**config.mk**
```make
export PLATFORM = sky130hd
export DESIGN_NAME = rn_rename_unit
export DESIGN_NICKNAME = d
export VERILOG_FILES = /design/src/rtl/rn_pkg.sv /design/src/rtl/rn_free_pool.sv /design/src/rtl/rn_map_ram.sv /design/src/rtl/rn_map_cam.sv /design/src/rtl/rn_rename_unit.sv
export SDC_FILE = /design/constraint.sdc
export NUM_CORES = 1
export LEC_CHECK = 0
export ABC_AREA = 1
export BUFFER_PORTS_ARGS = -buffer_cell sky130_fd_sc_hd__buf_2
export CORE_MARGIN = 4
export CORE_UTILIZATION = 50
export CTS_BUF_LIST = sky130_fd_sc_hd__clkbuf_2 sky130_fd_sc_hd__clkbuf_4 sky130_fd_sc_hd__clkbuf_8
export DETAILED_ROUTE_END_ITERATION = 10
export PLACE_DENSITY = 0.76
export SYNTH_ARGS = -nofsm -noshare
export SYNTH_HDL_FRONTEND = slang
export SYNTH_SLANG_ARGS = --single-unit
```
**constraint.sdc**
```tcl
create_clock -name clk -period 4.3 [get_ports clk]
set_input_delay 0 -clock clk [delete_from_list [all_inputs] [get_ports clk]]
set_output_delay 0 -clock clk [all_outputs]
set_load 0.1 [all_outputs]
```
**src/rtl/rn_pkg.sv**
```systemverilog
// Shared definitions for the rename unit.
// Assumes: nothing beyond IEEE 1800-2017 constant functions.
package rn_pkg;

    // Where a source tag in stage two came from.
    typedef enum logic [1:0] {
        SRC_RAM = 2'd0,
        SRC_CAM = 2'd1,
        SRC_FWD = 2'd2
    } src_path_e;

    // Index width for a table of n entries, at least one bit.
    function automatic int ptr_bits(input int n);
        return (n > 1) ? $clog2(n) : 1;
    endfunction

endpackage

```
**src/rtl/rn_free_pool.sv**
```systemverilog
// FIFO of free physical register tags.
// Reset fills it with NUM_LOG..NUM_PHYS-1 in order. pop takes the head and push appends at the tail.
// Assumes: pop is only requested when not empty; a push into a full pool is dropped.
module rn_free_pool
    import rn_pkg::*;
#(
    parameter int NUM_LOG  = 8,
    parameter int NUM_PHYS = 16,
    localparam int TW      = ptr_bits(NUM_PHYS),
    localparam int CW      = $clog2(NUM_PHYS + 1)
) (
    input  logic          clk,
    input  logic          rst_n,
    input  logic          pop,
    input  logic          push,
    input  logic [TW-1:0] push_tag,
    output logic [TW-1:0] head_tag,
    output logic          empty
);
    localparam int NFREE = NUM_PHYS - NUM_LOG;

    logic [TW-1:0] slot [NUM_PHYS];
    logic [TW-1:0] rd_ptr;
    logic [TW-1:0] wr_ptr;
    logic [CW-1:0] level;
    logic          pop_do;
    logic          push_do;

    // Wrap a pointer at the pool depth.
    function automatic logic [TW-1:0] bump(input logic [TW-1:0] p);
        return (p == TW'(NUM_PHYS - 1)) ? '0 : p + 1'b1;
    endfunction

    // Qualify requests against occupancy.
    always_comb begin
        pop_do  = pop && (level != '0);
        push_do = push && (level != CW'(NUM_PHYS));
    end

    assign head_tag = slot[rd_ptr];
    assign empty    = (level == '0);

    // Storage, pointers and occupancy.
    always_ff @(posedge clk) begin
        if (!rst_n) begin
            for (int i = 0; i < NUM_PHYS; i++) begin
                slot[i] <= (i < NFREE) ? TW'(NUM_LOG + i) : '0;
            end
            rd_ptr <= '0;
            wr_ptr <= TW'(NFREE);
            level  <= CW'(NFREE);
        end else begin
            if (push_do) begin
                slot[wr_ptr] <= push_tag;
                wr_ptr       <= bump(wr_ptr);
            end
            if (pop_do) begin
                rd_ptr <= bump(rd_ptr);
            end
            case ({push_do, pop_do})
                2'b10:   level <= level + 1'b1;
                2'b01:   level <= level - 1'b1;
                default: level <= level;
            endcase
        end
    end
endmodule

```
**src/rtl/rn_map_ram.sv**
```systemverilog
// Direct-indexed mapping cache, one entry per logical register, holding a valid bit and a tag.
// It has two combinational read ports, two fill ports and one destination write port.
// The destination write wins over a fill to the same entry.
// Assumes: a cached tag is only ever written with the live binding.
module rn_map_ram
    import rn_pkg::*;
#(
    parameter int NUM_LOG  = 8,
    parameter int NUM_PHYS = 16,
    localparam int LW      = ptr_bits(NUM_LOG),
    localparam int TW      = ptr_bits(NUM_PHYS)
) (
    input  logic          clk,
    input  logic          rst_n,
    input  logic [LW-1:0] rd_key   [2],
    output logic          rd_hit   [2],
    output logic [TW-1:0] rd_tag   [2],
    input  logic          fill_en  [2],
    input  logic [LW-1:0] fill_key [2],
    input  logic [TW-1:0] fill_tag [2],
    input  logic          wr_en,
    input  logic [LW-1:0] wr_key,
    input  logic [TW-1:0] wr_tag
);
    logic          ent_valid [NUM_LOG];
    logic [TW-1:0] ent_tag   [NUM_LOG];

    for (genvar k = 0; k < 2; k++) begin : g_rd
        // Read port k.
        assign rd_hit[k] = ent_valid[rd_key[k]];
        assign rd_tag[k] = ent_tag[rd_key[k]];
    end

    // Entry updates: fills first, destination write last.
    always_ff @(posedge clk) begin
        if (!rst_n) begin
            for (int e = 0; e < NUM_LOG; e++) begin
                ent_valid[e] <= 1'b0;
                ent_tag[e]   <= '0;
            end
        end else begin
            for (int k = 0; k < 2; k++) begin
                if (fill_en[k]) begin
                    ent_valid[fill_key[k]] <= 1'b1;
                    ent_tag[fill_key[k]]   <= fill_tag[k];
                end
            end
            if (wr_en) begin
                ent_valid[wr_key] <= 1'b1;
                ent_tag[wr_key]   <= wr_tag;
            end
        end
    end
endmodule

```
**src/rtl/rn_map_cam.sv**
```systemverilog
// Authoritative associative map with one row per physical register.
// Each row holds the logical register it backs and a live bit.
// NUM_KEYS parallel search ports return the lowest matching live row.
// An update kills every live row of the logical register and makes the given row live for it.
// Assumes: the updated row is not live when the update arrives.
module rn_map_cam
    import rn_pkg::*;
#(
    parameter int NUM_LOG  = 8,
    parameter int NUM_PHYS = 16,
    parameter int NUM_KEYS = 3,
    localparam int LW      = ptr_bits(NUM_LOG),
    localparam int TW      = ptr_bits(NUM_PHYS)
) (
    input  logic                clk,
    input  logic                rst_n,
    input  logic [LW-1:0]       key     [NUM_KEYS],
    output logic                key_hit [NUM_KEYS],
    output logic [TW-1:0]       key_row [NUM_KEYS],
    input  logic                upd_en,
    input  logic [LW-1:0]       upd_lreg,
    input  logic [TW-1:0]       upd_row,
    output logic [NUM_PHYS-1:0] row_valid
);
    logic [LW-1:0] row_lreg [NUM_PHYS];

    for (genvar k = 0; k < NUM_KEYS; k++) begin : g_key
        logic          hit_l;
        logic [TW-1:0] row_l;
        // Priority search, lowest row wins.
        always_comb begin
            hit_l = 1'b0;
            row_l = '0;
            for (int r = NUM_PHYS - 1; r >= 0; r--) begin
                if (row_valid[r] && (row_lreg[r] == key[k])) begin
                    hit_l = 1'b1;
                    row_l = TW'(r);
                end
            end
        end
        assign key_hit[k] = hit_l;
        assign key_row[k] = row_l;
    end

    // Row state: identity map at reset, kill-and-set on update.
    always_ff @(posedge clk) begin
        if (!rst_n) begin
            for (int r = 0; r < NUM_PHYS; r++) begin
                row_valid[r] <= (r < NUM_LOG);
                row_lreg[r]  <= (r < NUM_LOG) ? LW'(r) : '0;
            end
        end else if (upd_en) begin
            for (int r = 0; r < NUM_PHYS; r++) begin
                if (TW'(r) == upd_row) begin
                    row_valid[r] <= 1'b1;
                    row_lreg[r]  <= upd_lreg;
                end else if (row_lreg[r] == upd_lreg) begin
                    row_valid[r] <= 1'b0;
                end
            end
        end
    end
endmodule

```
**src/rtl/rn_rename_unit.sv**
```systemverilog
// Single-issue rename unit with a mapping cache in front of an associative map.
// Accept cycle: read the cache for both sources, search the map for the destination's current
// binding, pop a free tag, and commit the new binding to cache and map at the edge.
// Stage two: if a source missed, search the map for one cycle with in_ready held low.
// A source equal to the instruction's own destination takes the captured previous binding.
// Results are registered and leave as a one-cycle out_valid pulse.
// Assumes: a returned tag is not live in the map.
module rn_rename_unit
    import rn_pkg::*;
#(
    parameter int NUM_LOG  = 8,
    parameter int NUM_PHYS = 16,
    localparam int LW      = ptr_bits(NUM_LOG),
    localparam int TW      = ptr_bits(NUM_PHYS)
) (
    input  logic          clk,
    input  logic          rst_n,
    input  logic          in_valid,
    output logic          in_ready,
    input  logic [LW-1:0] src1,
    input  logic [LW-1:0] src2,
    input  logic [LW-1:0] dst,
    input  logic          dst_en,
    input  logic          free_valid,
    input  logic [TW-1:0] free_tag,
    output logic          out_valid,
    output logic [TW-1:0] psrc1,
    output logic [TW-1:0] psrc2,
    output logic [TW-1:0] pdst,
    output logic [TW-1:0] pdst_old
);
    // Pool
    logic          pool_pop;
    logic [TW-1:0] pool_head;
    logic          pool_empty;

    // Cache
    logic [LW-1:0] ram_rd_key   [2];
    logic          ram_rd_hit   [2];
    logic [TW-1:0] ram_rd_tag   [2];
    logic          ram_fill_en  [2];
    logic [LW-1:0] ram_fill_key [2];
    logic [TW-1:0] ram_fill_tag [2];
    logic          hit_both;

    // Map
    logic [LW-1:0]       cam_key     [3];
    logic                cam_key_hit [3];
    logic [TW-1:0]       cam_key_row [3];
    logic [NUM_PHYS-1:0] cam_row_valid;

    // Stage two
    logic          s2_valid;
    logic          s2_pend;
    logic [LW-1:0] s2_src  [2];
    logic [TW-1:0] s2_tag  [2];
    src_path_e     s2_path [2];
    logic [LW-1:0] s2_dst;
    logic          s2_dst_en;
    logic [TW-1:0] s2_pdst;
    logic [TW-1:0] s2_pold;

    logic          lane_need [2];
    logic [TW-1:0] lane_tag  [2];
    src_path_e     lane_path [2];

    logic accept;
    logic commit_dst;

    // Handshake: stall on an unresolved miss or an empty pool.
    always_comb begin
        in_ready   = !pool_empty && !(s2_valid && s2_pend);
        accept     = in_valid && in_ready;
        commit_dst = accept && dst_en;
        pool_pop   = commit_dst;
        hit_both   = ram_rd_hit[0] && ram_rd_hit[1];
    end

    assign ram_rd_key[0] = src1;
    assign ram_rd_key[1] = src2;
    assign cam_key[0]    = dst;
    assign cam_key[1]    = s2_src[0];
    assign cam_key[2]    = s2_src[1];

    rn_free_pool #(
        .NUM_LOG  (NUM_LOG),
        .NUM_PHYS (NUM_PHYS)
    ) u_pool (
        .clk      (clk),
        .rst_n    (rst_n),
        .pop      (pool_pop),
        .push     (free_valid),
        .push_tag (free_tag),
        .head_tag (pool_head),
        .empty    (pool_empty)
    );

    rn_map_ram #(
        .NUM_LOG  (NUM_LOG),
        .NUM_PHYS (NUM_PHYS)
    ) u_ram (
        .clk      (clk),
        .rst_n    (rst_n),
        .rd_key   (ram_rd_key),
        .rd_hit   (ram_rd_hit),
        .rd_tag   (ram_rd_tag),
        .fill_en  (ram_fill_en),
        .fill_key (ram_fill_key),
        .fill_tag (ram_fill_tag),
        .wr_en    (commit_dst),
        .wr_key   (dst),
        .wr_tag   (pool_head)
    );

    rn_map_cam #(
        .NUM_LOG  (NUM_LOG),
        .NUM_PHYS (NUM_PHYS),
        .NUM_KEYS (3)
    ) u_cam (
        .clk       (clk),
        .rst_n     (rst_n),
        .key       (cam_key),
        .key_hit   (cam_key_hit),
        .key_row   (cam_key_row),
        .upd_en    (commit_dst),
        .upd_lreg  (dst),
        .upd_row   (pool_head),
        .row_valid (cam_row_valid)
    );

    for (genvar k = 0; k < 2; k++) begin : g_lane
        logic own_dst;
        // Miss resolution for source lane k, with forwarding of the replaced binding.
        always_comb begin
            own_dst         = s2_dst_en && (s2_src[k] == s2_dst);
            lane_need[k]    = s2_valid && s2_pend && (s2_path[k] == SRC_CAM);
            ram_fill_en[k]  = lane_need[k] && !own_dst && cam_key_hit[k+1];
            ram_fill_key[k] = s2_src[k];
            ram_fill_tag[k] = cam_key_row[k+1];
            lane_tag[k]     = own_dst ? s2_pold
                                      : (cam_key_hit[k+1] ? cam_key_row[k+1] : '0);
            lane_path[k]    = own_dst ? SRC_FWD : SRC_CAM;
        end
    end

    // Stage-two register: load on accept, resolve a miss, or drain.
    always_ff @(posedge clk) begin
        if (!rst_n) begin
            s2_valid  <= 1'b0;
            s2_pend   <= 1'b0;
            s2_dst    <= '0;
            s2_dst_en <= 1'b0;
            s2_pdst   <= '0;
            s2_pold   <= '0;
            for (int k = 0; k < 2; k++) begin
                s2_src[k]  <= '0;
                s2_tag[k]  <= '0;
                s2_path[k] <= SRC_RAM;
            end
        end else if (accept) begin
            s2_valid  <= 1'b1;
            s2_pend   <= !hit_both;
            s2_dst    <= dst;
            s2_dst_en <= dst_en;
            s2_pdst   <= dst_en ? pool_head : '0;
            s2_pold   <= (dst_en && cam_key_hit[0]) ? cam_key_row[0] : '0;
            for (int k = 0; k < 2; k++) begin
                s2_src[k]  <= ram_rd_key[k];
                s2_tag[k]  <= ram_rd_tag[k];
                s2_path[k] <= ram_rd_hit[k] ? SRC_RAM : SRC_CAM;
            end
        end else if (s2_valid && s2_pend) begin
            s2_pend <= 1'b0;
            for (int k = 0; k < 2; k++) begin
                if (lane_need[k]) begin
                    s2_tag[k]  <= lane_tag[k];
                    s2_path[k] <= lane_path[k];
                end
            end
        end else begin
            s2_valid <= 1'b0;
        end
    end

    // Output register: one pulse per resolved instruction.
    always_ff @(posedge clk) begin
        if (!rst_n) begin
            out_valid <= 1'b0;
            psrc1     <= '0;
            psrc2     <= '0;
            pdst      <= '0;
            pdst_old  <= '0;
        end else begin
            out_valid <= s2_valid && !s2_pend;
            if (s2_valid && !s2_pend) begin
                psrc1    <= s2_tag[0];
                psrc2    <= s2_tag[1];
                pdst     <= s2_pdst;
                pdst_old <= s2_pold;
            end
        end
    end
endmodule

```
==> metrics <==
outcome=finished clean; Mapped Area=~13000 um^2; number of nets still failing antenna checks after routing=0; worst IR drop on VDD=roughly 250 uV; Setup crit end kind=register; First-pass DRT Iterations=7; Critical Path Start Type=register; pre-CTS setup slack=between 1 and 1.5 ns; filler cell count in the final layout=about 2300; synthesized instance count=roughly 1600; final instance area=roughly 15000 um^2; number of enable flip-flop cells after synthesis=roughly 160; Critical path buffers and inverters=3; dpl cell area=between 10000 and 15000 um^2; first-pass GRT wire length=58400 um; sequential-to-total area share from yosys stat=0.474; accumulated negative setup slack=0 ns; sequence of cells on the critical path=inv_2, or2_1, o211ai_1, nor4_1, nor2_1, nand2_1, nor2_2, nand2_2, nand3_4, inv_4, nand3_2, inv_1, nor2_1, nand2_1; highest cell delay on the worst timing path=0.67 ns; core area=26100 um^2; violation count after the first detailed-routing iteration=between 1000 and 1500; setup violators final=0; Peak Freq=between 0.2 and 0.3 GHz; die height=roughly 170 um; H-tree depth=2; I/O pin total=36; async set-reset flop share out of synthesis=0; Slew HR=0.453; Post-Synthesis Net Count=1643; reported max-cap violation count=0; endpoints failing hold=0; number of clock buffers inserted by TritonCTS=40; vias post-DR=about 12000; slew at the pin closest to its max-slew limit=a little over 0.8 ns; clk slew on worst S/H paths=0.06 ns; buffers inserted during post-CTS setup optimization=0; largest net degree at the start of global routing=around 60; Synth top area share=0.365; Sink Count=roughly 230; Hold WC Path Type=input pin to register; most used standard cells in the synthesized netlist=325 x sky130_fd_sc_hd__nand2_1, 204 x sky130_fd_sc_hd__nor2_1, 173 x sky130_fd_sc_hd__inv_1, 162 x sky130_fd_sc_hd__edfxtp_1, 143 x sky130_fd_sc_hd__o21ai_0; area growth from synthesis to layout=9.28%; highest fanout seen on the critical path=29; drt total wl=37000 um; total half-perimeter wirelength after legalization and detailed placement=about 26000 um; most repeated cell in the gate-level netlist after synthesis=sky130_fd_sc_hd__nand2_1; DIE AREA=between 20000 and 30000 um^2; Max clock buf depth=3; Residual DRC=0; Max stage delay cell, worst path=sky130_fd_sc_hd__edfxtp_1; data required time of the worst path=roughly 4.5 ns; commonest register cell after synthesis=sky130_fd_sc_hd__edfxtp_1; cells taking the most area after synthesis=sky130_fd_sc_hd__edfxtp_1 37%, sky130_fd_sc_hd__dfxtp_1 11%, sky130_fd_sc_hd__nand2_1 9.2%, sky130_fd_sc_hd__nor2_1 5.8%, sky130_fd_sc_hd__o21ai_0 5.4%; starting density of the core=0.509; setup repair after global routing missed its margin=no; number of flip-flops and latches in the synthesized netlist=roughly 230; fraction of layout cells with a size suffix above 1=0.110; Leak=6.05 nW; post-route clock skew=0.0238 ns; final count of pins violating max slew=0; TritonCTS clock tree=yes; final worst-path cycle share=0.780; antenna violations before repair=1; number of warnings issued by yosys=0; Top Family by Delay on Critical Path=simple AND/OR/NAND/NOR gates; post-DR wirelength/cell=~18 um; site row count=slightly below 60; library cell with the largest summed area after synthesis=sky130_fd_sc_hd__edfxtp_1; power per cell area=roughly 400 nW/um^2; Critical Setup Path Class=register to register; vias in the first global route=11400; Avg Inst Size Synth=between 8 and 9 um^2; clk root buf=sky130_fd_sc_hd__clkbuf_8; Die Wd=about 170 um; clock period minus worst slack=approximately 3.4 ns; critical path arrival=approximately 3.6 ns; clock insertion delay at the later pin of the skew report=~0.55 ns; Via-to-Cell Ratio=5.78; Final WS setup=~0.95 ns; GRT Util Overall=0.251; total power after layout=approximately 0.006 W; number of I/O port buffers=35; number of distinct library cells after synthesis=56; routability congestion estimate=between 0.9 and 1; remaining global-route overflow=0; number of nets in the finished design=1674
-- routing by layer --
metal	routed length [um]	part of all wire	vias to the layer above	track usage
li1	-	-	5500	-
met3	3510	0.095	119	0.0483
met4	1370	0.037	2	0.102
met5	13	0.00035	-	0
met1	14700	0.40	5380	0.322
met2	17400	0.47	637	0.421
-- timing repair --
item	CTS	global route
resized for setup	0	0
endpoints found under the hold margin	28	0
hold buffers	6	0
-- cells in the final DEF, fill, tap and decap left out, types with 15 or more instances in the layout --
cell type,n
sky130_fd_sc_hd__o21ai_0,143
sky130_fd_sc_hd__edfxtp_1,162
sky130_fd_sc_hd__clkbuf_8,45
sky130_fd_sc_hd__nand3_1,66
sky130_fd_sc_hd__o211ai_1,41
sky130_fd_sc_hd__xnor2_1,49
sky130_fd_sc_hd__nand2_1,325
sky130_fd_sc_hd__clkbuf_4,17
sky130_fd_sc_hd__nand2_2,15
sky130_fd_sc_hd__nand4_1,16
sky130_fd_sc_hd__a21oi_1,83
sky130_fd_sc_hd__xor2_1,29
sky130_fd_sc_hd__dfxtp_1,72
sky130_fd_sc_hd__buf_2,35
sky130_fd_sc_hd__inv_1,173
sky130_fd_sc_hd__o22ai_1,28
sky130_fd_sc_hd__mux2i_1,18
sky130_fd_sc_hd__nor2_1,204
-- registers in the layout, indices dropped and copies added, names as in the netlist, 5 cells and up, named ones only --
signal,flops
s2_tag,8
s2_src,6
u_pool.slot,64
u_cam.row_lreg,48
u_ram.ent_valid,8
u_cam.row_valid,16
u_pool.level,5
u_ram.ent_tag,32
-- worst min-delay path, stage by stage --
cell and delay, ns:
sky130_fd_sc_hd__buf_2 0.07, sky130_fd_sc_hd__inv_1 0.25, sky130_fd_sc_hd__nand2_1 0.15
-- stage by stage --
stage	hold slack, ns	utilization	std cells
finish	0.0340	0.557	2012
global route	0.0657	0.557	2011
CTS	0.0223	0.557	2011
detailed placement	0.296	0.522	1933
global placement	0.295	0.522	1933
floorplan	0.165	-	1615
-- area by class of cell --
type	instances	area, um^2	share of cell area
multi-input combinational	1124	5900	0.406
timing repair buffer	53	338	0.0232
sequential	234	6310	0.433
clock buffer	62	747	0.0513
clock inverter	10	103	0.00705
tap	335	419	0.0288
inverter	193	729	0.0501
antenna	1	2.50	0.000172
-- where the power goes --
part           total, W  internal (W)  switching [W]
combinational   0.00114      0.000313       0.000823
clock           0.00215       0.00123       0.000919
sequential      0.00265       0.00254       0.000115
total           0.00594       0.00408        0.00186
-- final timing paths --
kind,start,endpoint,slack [ns],depth (start not counted)
worst min-delay path,free_tag[1],u_pool.slot[7][1]$_SDFFCE_PN1P_,0.03,3
worst min register to register,s2_pdst[2]$_SDFFE_PN0P_,s2_pdst[2]$_SDFFE_PN0P_,0.46,2
worst max-delay path,s2_src[0][3]$_SDFFCE_PN0P_,u_ram.ent_tag[4][0]$_DFFE_PP_,0.95,14
worst max register to register,s2_src[0][3]$_SDFFCE_PN0P_,u_ram.ent_tag[4][0]$_DFFE_PP_,0.95,14
-- logic make-up after synthesis --
logic type	share of synthesized area
fa+ha+maj	0.00996
simple gates	0.224
buf+inv	0.0829
compound gates	0.145
mux	0.0135
flops	0.474
xor+xnor	0.0513
No activity file was read; power rests on OpenSTA's default activity.
